$ cat config.mk
export PLATFORM = sky130hd
export DESIGN_NAME = rtc_bcd_regs
export DESIGN_NICKNAME = d
export VERILOG_FILES = /design/src/rtl/rtc_bcd_pkg.sv /design/src/rtl/rtc_bcd_step.sv /design/src/rtl/rtc_calendar.sv /design/src/rtl/rtc_store.sv /design/src/rtl/rtc_bcd_regs.sv
export SDC_FILE = /design/constraint.sdc
export NUM_CORES = 2
export LEC_CHECK = 0
export ABC_AREA = 1
export CORE_MARGIN = 5
export CORE_UTILIZATION = 40
export CTS_BUF_LIST = sky130_fd_sc_hd__clkbuf_16
export DETAILED_ROUTE_END_ITERATION = 12
export DONT_BUFFER_PORTS = 1
export GPL_ROUTABILITY_DRIVEN = 0
export RECOVER_POWER = 50
export SLEW_MARGIN = 10
export SYNTH_ARGS = -nofsm -noshare
export SYNTH_HDL_FRONTEND = slang
export SYNTH_SLANG_ARGS = --single-unit
$ cat constraint.sdc
create_clock -name clk -period 3.8 [get_ports clk]
set_input_delay 0.76 -clock clk [delete_from_list [all_inputs] [get_ports clk]]
set_output_delay 0.76 -clock clk [all_outputs]
set_load 0.01 [all_outputs]
$ cat src/rtl/rtc_bcd_pkg.sv
package rtc_bcd_pkg;

    localparam int CLK_BYTES = 8;

    localparam logic [2:0] OFF_CTRL = 3'd0;
    localparam logic [2:0] OFF_SEC  = 3'd1;
    localparam logic [2:0] OFF_MIN  = 3'd2;
    localparam logic [2:0] OFF_HOUR = 3'd3;
    localparam logic [2:0] OFF_DAY  = 3'd4;
    localparam logic [2:0] OFF_DATE = 3'd5;
    localparam logic [2:0] OFF_MON  = 3'd6;
    localparam logic [2:0] OFF_YEAR = 3'd7;

    // time of day, one BCD byte per field, unused high bits kept zero
    typedef struct packed {
        logic [7:0] cen;
        logic [7:0] sec;
        logic [7:0] min;
        logic [7:0] hour;
        logic [7:0] day;
        logic [7:0] date;
        logic [7:0] mon;
        logic [7:0] year;
    } tod_t;

    localparam tod_t TOD_RESET = '{cen: 8'h20, sec: 8'h00, min: 8'h00, hour: 8'h00,
                                   day: 8'h01, date: 8'h01, mon: 8'h01, year: 8'h00};

    // last date of a month, BCD in and out
    function automatic logic [7:0] month_last(input logic [7:0] mon, input logic [7:0] year);
        logic [7:0] ybin;
        ybin = ({4'b0, year[7:4]} * 8'd10) + {4'b0, year[3:0]};
        case (mon)
            8'h02:                      month_last = (ybin[1:0] == 2'b00) ? 8'h29 : 8'h28;
            8'h04, 8'h06, 8'h09, 8'h11: month_last = 8'h30;
            default:                    month_last = 8'h31;
        endcase
    endfunction

endpackage

$ cat src/rtl/rtc_bcd_step.sv
module rtc_bcd_step #(
    parameter int W = 8
) (
    input  logic [W-1:0] val,
    input  logic [W-1:0] lo,
    input  logic [W-1:0] hi,
    input  logic         en,
    output logic [W-1:0] nxt
);
    localparam logic [W-1:0] ONE    = W'(1);
    localparam logic [W-5:0] ONE_HI = (W-4)'(1);

    always_comb begin
        if (!en)                 nxt = val;
        else if (val == hi)      nxt = lo;
        else if (val[3:0] == 4'd9) nxt = {val[W-1:4] + ONE_HI, 4'd0};
        else                     nxt = val + ONE;
    end
endmodule

$ cat src/rtl/rtc_calendar.sv
module rtc_calendar
    import rtc_bcd_pkg::*;
(
    input  tod_t cur,
    input  logic run,
    output tod_t nxt
);
    localparam int STAGES = 8;
    localparam int S_SEC = 0, S_MIN = 1, S_HOUR = 2, S_DAY = 3;
    localparam int S_DATE = 4, S_MON = 5, S_YEAR = 6, S_CEN = 7;

    logic [STAGES-1:0][7:0] fv, flo, fhi, fn;
    logic [STAGES-1:0]      fen;
    logic [7:0]             last_date;
    logic c_sec, c_min, c_hour, c_date, c_mon, c_year;

    always_comb begin
        last_date = month_last(cur.mon, cur.year);
        // carries come straight from the current value, not from stage outputs
        c_sec  = run    && (cur.sec  == 8'h59);
        c_min  = c_sec  && (cur.min  == 8'h59);
        c_hour = c_min  && (cur.hour == 8'h23);
        c_date = c_hour && (cur.date == last_date);
        c_mon  = c_date && (cur.mon  == 8'h12);
        c_year = c_mon  && (cur.year == 8'h99);

        fv[S_SEC]  = cur.sec;  flo[S_SEC]  = 8'h00; fhi[S_SEC]  = 8'h59;      fen[S_SEC]  = run;
        fv[S_MIN]  = cur.min;  flo[S_MIN]  = 8'h00; fhi[S_MIN]  = 8'h59;      fen[S_MIN]  = c_sec;
        fv[S_HOUR] = cur.hour; flo[S_HOUR] = 8'h00; fhi[S_HOUR] = 8'h23;      fen[S_HOUR] = c_min;
        fv[S_DAY]  = cur.day;  flo[S_DAY]  = 8'h01; fhi[S_DAY]  = 8'h07;      fen[S_DAY]  = c_hour;
        fv[S_DATE] = cur.date; flo[S_DATE] = 8'h01; fhi[S_DATE] = last_date;  fen[S_DATE] = c_hour;
        fv[S_MON]  = cur.mon;  flo[S_MON]  = 8'h01; fhi[S_MON]  = 8'h12;      fen[S_MON]  = c_date;
        fv[S_YEAR] = cur.year; flo[S_YEAR] = 8'h00; fhi[S_YEAR] = 8'h99;      fen[S_YEAR] = c_mon;
        fv[S_CEN]  = cur.cen;  flo[S_CEN]  = 8'h00; fhi[S_CEN]  = 8'h39;      fen[S_CEN]  = c_year;
    end

    for (genvar g = 0; g < STAGES; g++) begin : g_stage
        rtc_bcd_step #(.W(8)) u_step (
            .val (fv[g]),
            .lo  (flo[g]),
            .hi  (fhi[g]),
            .en  (fen[g]),
            .nxt (fn[g])
        );
    end

    always_comb begin
        nxt.sec  = fn[S_SEC];
        nxt.min  = fn[S_MIN];
        nxt.hour = fn[S_HOUR];
        nxt.day  = fn[S_DAY];
        nxt.date = fn[S_DATE];
        nxt.mon  = fn[S_MON];
        nxt.year = fn[S_YEAR];
        nxt.cen  = fn[S_CEN];
    end
endmodule

$ cat src/rtl/rtc_store.sv
module rtc_store #(
    parameter int ADDR_W = 8,
    parameter int DEPTH  = 248
) (
    input  logic              clk,
    input  logic              rst_n,
    input  logic              we,
    input  logic [ADDR_W-1:0] addr,
    input  logic [7:0]        wdata,
    output logic [7:0]        rd
);
    localparam logic [ADDR_W-1:0] LAST = ADDR_W'(DEPTH - 1);

    logic [7:0] mem_q [DEPTH];

    always_ff @(posedge clk) begin
        if (!rst_n) begin
            for (int i = 0; i < DEPTH; i++) mem_q[i] <= 8'h00;
        end else if (we && (addr <= LAST)) begin
            mem_q[addr] <= wdata;
        end
    end

    always_comb rd = (addr <= LAST) ? mem_q[addr] : 8'h00;
endmodule

$ cat src/rtl/rtc_bcd_regs.sv
module rtc_bcd_regs
    import rtc_bcd_pkg::*;
#(
    parameter int ADDR_W = 8
) (
    input  logic              clk,
    input  logic              rst_n,
    input  logic              ce_n,
    input  logic              oe_n,
    input  logic              we_n,
    input  logic [ADDR_W-1:0] addr,
    input  logic [7:0]        wdata,
    input  logic              tick,
    output logic [7:0]        rdata,
    output logic              rd_en
);
    localparam int DEPTH     = 2 ** ADDR_W;
    localparam int RAM_DEPTH = DEPTH - CLK_BYTES;

    typedef struct packed {
        tod_t       live;
        tod_t       snap;
        logic       stop;
        logic       hold;
        logic       freeze;
        logic       ftest;
        logic [2:0] mon_x;
        logic [1:0] date_x;
        logic [2:0] day_x;
        logic [1:0] hour_x;
        logic       min_x;
        logic       rd_en;
        logic [7:0] rdata;
    } state_t;

    state_t q, d;

    logic       rd_cyc, wr_cyc, is_clk, wr_clk, wr_ram, run;
    logic [2:0] off;
    logic [7:0] ram_rd, clk_byte;
    tod_t       adv, vis;

    assign rd_cyc = !ce_n && !oe_n && we_n;
    assign wr_cyc = !ce_n && !we_n;
    assign is_clk = &addr[ADDR_W-1:3];
    assign off    = addr[2:0];
    assign wr_clk = wr_cyc && is_clk;
    assign wr_ram = wr_cyc && !is_clk;
    assign run    = tick && !q.stop && !q.hold;

    rtc_calendar u_cal (
        .cur (q.live),
        .run (run),
        .nxt (adv)
    );

    rtc_store #(.ADDR_W(ADDR_W), .DEPTH(RAM_DEPTH)) u_store (
        .clk   (clk),
        .rst_n (rst_n),
        .we    (wr_ram),
        .addr  (addr),
        .wdata (wdata),
        .rd    (ram_rd)
    );

    always_comb begin
        vis = q.freeze ? q.snap : q.live;
        case (off)
            OFF_CTRL: clk_byte = {q.hold, q.freeze, vis.cen[5:0]};
            OFF_SEC:  clk_byte = {q.stop, vis.sec[6:0]};
            OFF_MIN:  clk_byte = {q.min_x, vis.min[6:0]};
            OFF_HOUR: clk_byte = {q.hour_x, vis.hour[5:0]};
            OFF_DAY:  clk_byte = {1'b1, q.ftest, q.day_x, vis.day[2:0]};
            OFF_DATE: clk_byte = {q.date_x, vis.date[5:0]};
            OFF_MON:  clk_byte = {q.mon_x, vis.mon[4:0]};
            default:  clk_byte = vis.year;
        endcase

        d      = q;
        d.live = adv;   // tick first, written fields override below
        if (wr_clk) begin
            case (off)
                OFF_CTRL: begin
                    d.hold   = wdata[7];
                    d.freeze = wdata[6];
                    if (q.hold) d.live.cen = {2'b00, wdata[5:0]};
                    if (wdata[6] && !q.freeze) d.snap = q.live;
                end
                OFF_SEC: begin
                    d.stop = wdata[7];
                    if (q.hold) d.live.sec = {1'b0, wdata[6:0]};
                end
                OFF_MIN: begin
                    d.min_x = wdata[7];
                    if (q.hold) d.live.min = {1'b0, wdata[6:0]};
                end
                OFF_HOUR: begin
                    d.hour_x = wdata[7:6];
                    if (q.hold) d.live.hour = {2'b00, wdata[5:0]};
                end
                OFF_DAY: begin
                    d.ftest = wdata[6];
                    d.day_x = wdata[5:3];
                    if (q.hold) d.live.day = {5'b0, wdata[2:0]};
                end
                OFF_DATE: begin
                    d.date_x = wdata[7:6];
                    if (q.hold) d.live.date = {2'b00, wdata[5:0]};
                end
                OFF_MON: begin
                    d.mon_x = wdata[7:5];
                    if (q.hold) d.live.mon = {3'b0, wdata[4:0]};
                end
                default: begin
                    if (q.hold) d.live.year = wdata;
                end
            endcase
        end

        d.rd_en = rd_cyc;
        d.rdata = rd_cyc ? (is_clk ? clk_byte : ram_rd) : 8'h00;
    end

    always_ff @(posedge clk) begin
        if (!rst_n) begin
            q        <= '0;
            q.live   <= TOD_RESET;
            q.snap   <= TOD_RESET;
        end else begin
            q <= d;
        end
    end

    assign rdata = q.rdata;
    assign rd_en = q.rd_en;

    AST_RD_QUIET: assert property (@(posedge clk) disable iff (!rst_n)
        !rd_cyc |=> (!rd_en && rdata == 8'h00));
    AST_BATT_ONE: assert property (@(posedge clk) disable iff (!rst_n)
        (rd_cyc && is_clk && off == OFF_DAY) |=> rdata[7]);
    AST_STOP_HOLD: assert property (@(posedge clk) disable iff (!rst_n)
        (q.stop && !wr_clk) |=> (q.live == $past(q.live)));
    AST_HOLD_NO_TICK: assert property (@(posedge clk) disable iff (!rst_n)
        (q.hold && !wr_clk) |=> (q.live == $past(q.live)));
    AST_SEC_WRAP: assert property (@(posedge clk) disable iff (!rst_n)
        (run && !wr_clk && q.live.sec == 8'h59) |=> (q.live.sec == 8'h00));
    AST_DAY_WRAP: assert property (@(posedge clk) disable iff (!rst_n)
        (run && !wr_clk && q.live.sec == 8'h59 && q.live.min == 8'h59 &&
         q.live.hour == 8'h23 && q.live.day == 8'h07) |=> (q.live.day == 8'h01));
    AST_SNAP_STEADY: assert property (@(posedge clk) disable iff (!rst_n)
        q.freeze |=> (q.snap == $past(q.snap)));
endmodule

==> impl_results.md <==
- Outcome: complete, but fails checks
- Vias in the first global route: 68052
- Clk network pwr share: ~40%
- Cells after synthesis: ~9100
- H-tree depth: 4
- DPL Wire Length: roughly 190000 um
- Drt pass-1 iters: 6
- WL final: between 300000 and 400000 um
- #FFs+latches synth: 2180
- Relative slew margins: -27.36%
- Netlist cell types: 53
- Startpoint types: primary input
- Switch share: between 20% and 30%
- Main synth FF type: edfxtp_1
- CTS Buf Count: about 220
- Static leakage: 40.05 nW
- Kind of critical path: in -> reg
- Post-CTS Hold Buffers: 10
- Crit Path Max Fanout: 9
- Routed vias/inst: 5.643
- First-pass GRT wire length: about 440000 um
- Hold Crit Class: in -> reg
- Core Rows: between 150 and 200
- Buffers on Ports: 0
- CTS clock-pin slew for the worst setup and hold paths: around 0.060 ns
- Internal power: roughly 0.04 W
- Share of cells above drive strength 1: under 10%
- Failing checks: capacitance limit, slew limit
- Total power: roughly 0.052 W
- Upper clock frequency limit: 277.2 MHz
- Power per Cell Area: 490.3 mW/mm2
- WL/cell: ~24 um
- Clock Tree Buf Depth: 3
- Seq/Total Area, Yosys: about two thirds
- Avg Cell Area, Syn: 10.47 um2
- Number of hold violations in the final report: 0
- Worst-Margin Slew: around 1.9 ns
- CTS root buf: clkbuf_16
- Largest net degree at the start of global routing: 298
- Max_cap viols: 1
- Sequential share of power: 52.9%
- CTS tree: done
- Post-CTS setup buffer count: 0
- Clk_skew: 0.04391 ns
- Final setup vio count: 0
- Mapped cell area: between 0.09 and 0.1 mm2
- Final nets: ~9200
- Setup TNS: 0 ns
- Fillers: around 22000
- EDFF count, synth: 2044
- Count of pins over their slew limit: 26
- Starting Density: roughly 40%
- VDD IR-drop max: around 390 uV
- ANT nets after route: 0
- Switching Power: ~0.013 W
- Grt total ovfl: 0
- Die width: roughly 500 um
- Ys Warns: 0
- Leading cell type in the layout, fill and taps excluded: nor2_1
- Full die area: between 0.2 and 0.25 mm2
- Worst-Skew Late Latency: ~0.87 ns
- Post-synth ARST share: 0%
- Logic pwr share: under 10%
- CP Capture Type: flop
- RSZ-0062 raised after global routing: false
- Drt drc: 0
- Area grow syn2layout: 12.18%
- Min Clock Period, post-route: approximately 3.6 ns
- Post_cts resized: 0
- Worst EP arrival: just over 4 ns
- Most frequent cells in the layout: nor2_1, nand2_1, edfxtp_1, a22oi_1, clkbuf_16
- Clk sinks: approximately 2200
- Routed vias: approximately 71000
- Initial DRC count: 8634
- Core area: roughly 0.24 mm2
- Die Y: 498.1 um
- Worst R2R Setup Slack: between 0.6 and 0.7 ns
- Initial antenna violation count: 9
- # IOs: 31
- Critical path data required time: roughly 4.3 ns
- GRT Total Usage: between 20% and 30%
- Post-route clock period utilization: a little over nine tenths
final timing paths:
check,from,to,cells past startpoint
min,wdata[0],q[128]$_SDFF_PN0_,2
max,ce_n,u_store.mem_q[51][0]$_SDFFCE_PN0P_,9
max reg2reg,q[136]$_SDFF_PN0_,q[147]$_SDFF_PN0_,13
min reg2reg,q[127]$_SDFF_PN0_,q[127]$_SDFF_PN0_,2
critical path, cell delays in order:
cell      delay, ns
nor2_1         0.12
inv_1          0.16
nor2_1         0.25
inv_2          0.08
clkbuf_1       0.25
nor3_1         0.38
clkbuf_1       0.91
nand2_1        0.64
nand2_1        0.54
power groups by stage:
stage,Sequential [W],Clock [W],Combinational (W)
2_1_floorplan,0.0280,0,0.00212
5_1_grt,0.0278,0.0222,0.00391
3_3_place_gp,0.0282,0,0.00360
4_1_cts,0.0277,0.0212,0.00367
3_5_place_dp,0.0282,0,0.00364
6_report,0.0277,0.0210,0.00370
cell families after synthesis:
group	after synthesis	share of synthesized area, %
buffers and inverters	772	3.296
adder cells (fa/ha/maj)	29	0.3807
AND/OR/NAND/NOR	4969	20.57
AO/OA/AOI/OAI	1137	8.339
XOR/XNOR	17	0.1562
flip-flops	2180	67.26
other	1	0.003935
Yosys cell counts (2+ instances only):
cell       number  area [um2]
nor2_1       2330        8746
nand2_1      2294        8611
edfxtp_1     2044       61380
a22oi_1       783        5878
clkbuf_1      405        1520
nand4_1       160        1001
buf_2         144       720.7
o21ai_0       138       690.7
dfxtp_1       136        2723
inv_1         136       510.5
a21oi_1       108       540.5
nand3_1        74       370.4
buf_1          36       135.1
a211oi_1       33       247.7
ha_1           29       362.9
inv_2          29       108.9
nand2_2        25       156.4
nor3_1         23       115.1
nor3_2         17       170.2
nor2_2         16       100.1
o211ai_1       16       120.1
xor2_1         16       140.1
buf_4          15       112.6
o22ai_1        10       62.56
a221oi_1        9       78.83
nor2_4          8       90.09
clkinv_1        6       22.52
o2111ai_1       6       52.55
o21ai_1         6       30.03
a211oi_2        5       62.56
a31oi_1         5       31.28
a22o_1          4       35.03
nor3_4          4       65.06
o221ai_1        4       35.03
nand2_4         3       33.78
nor3b_1         3       22.52
nor4_1          3       18.77
o31ai_1         3       22.52
a2111oi_0       2       17.52
nand3_2         2       20.02
nor2_8          2       40.04
o21a_1          2       15.01
sequential cells by signal (all words and copies together) (netlist names):
| register | cells |
|---|---|
| u_store.mem_q | 2044 |
| rd_en | 1 |
| q | 127 |
| rdata | 8 |
stage by stage:
step	setup WS [ns]	cell area [um2]	util (%)	instances	hold slack [ns]
2_1_floorplan	1.071	95530	-	9164	0.4314
3_3_place_gp	0.04919	100600	42.35	12082	0.4510
3_5_place_dp	0.07117	100600	42.35	12082	0.4563
4_1_cts	0.7225	107600	45.28	12491	0.003301
5_1_grt	0.2320	106900	44.99	12491	0.03255
6_report	0.1929	106900	44.99	12497	0.06516
final cells by class:
| class | instances | area (um2) | share of cell area [%] |
|---|---|---|---|
| antenna | 6 | 15.01 | 0.01404 |
| clock inverter | 177 | 1301 | 1.217 |
| tap | 3167 | 3963 | 3.706 |
| sequential | 2180 | 64100 | 59.96 |
| clock buffer | 222 | 5555 | 5.196 |
| multi-input combinational | 6212 | 28150 | 26.33 |
| timing repair buffer | 362 | 3108 | 2.907 |
| inverter | 171 | 716.9 | 0.6706 |
layer usage:
metal	share of wire, %	GRT usage [%]
met5	0.014	0
met2	47	37.74
met1	40	31.73
met3	9.3	4.465
met4	4.0	8.730
Power figures use the tool's default switching activity.
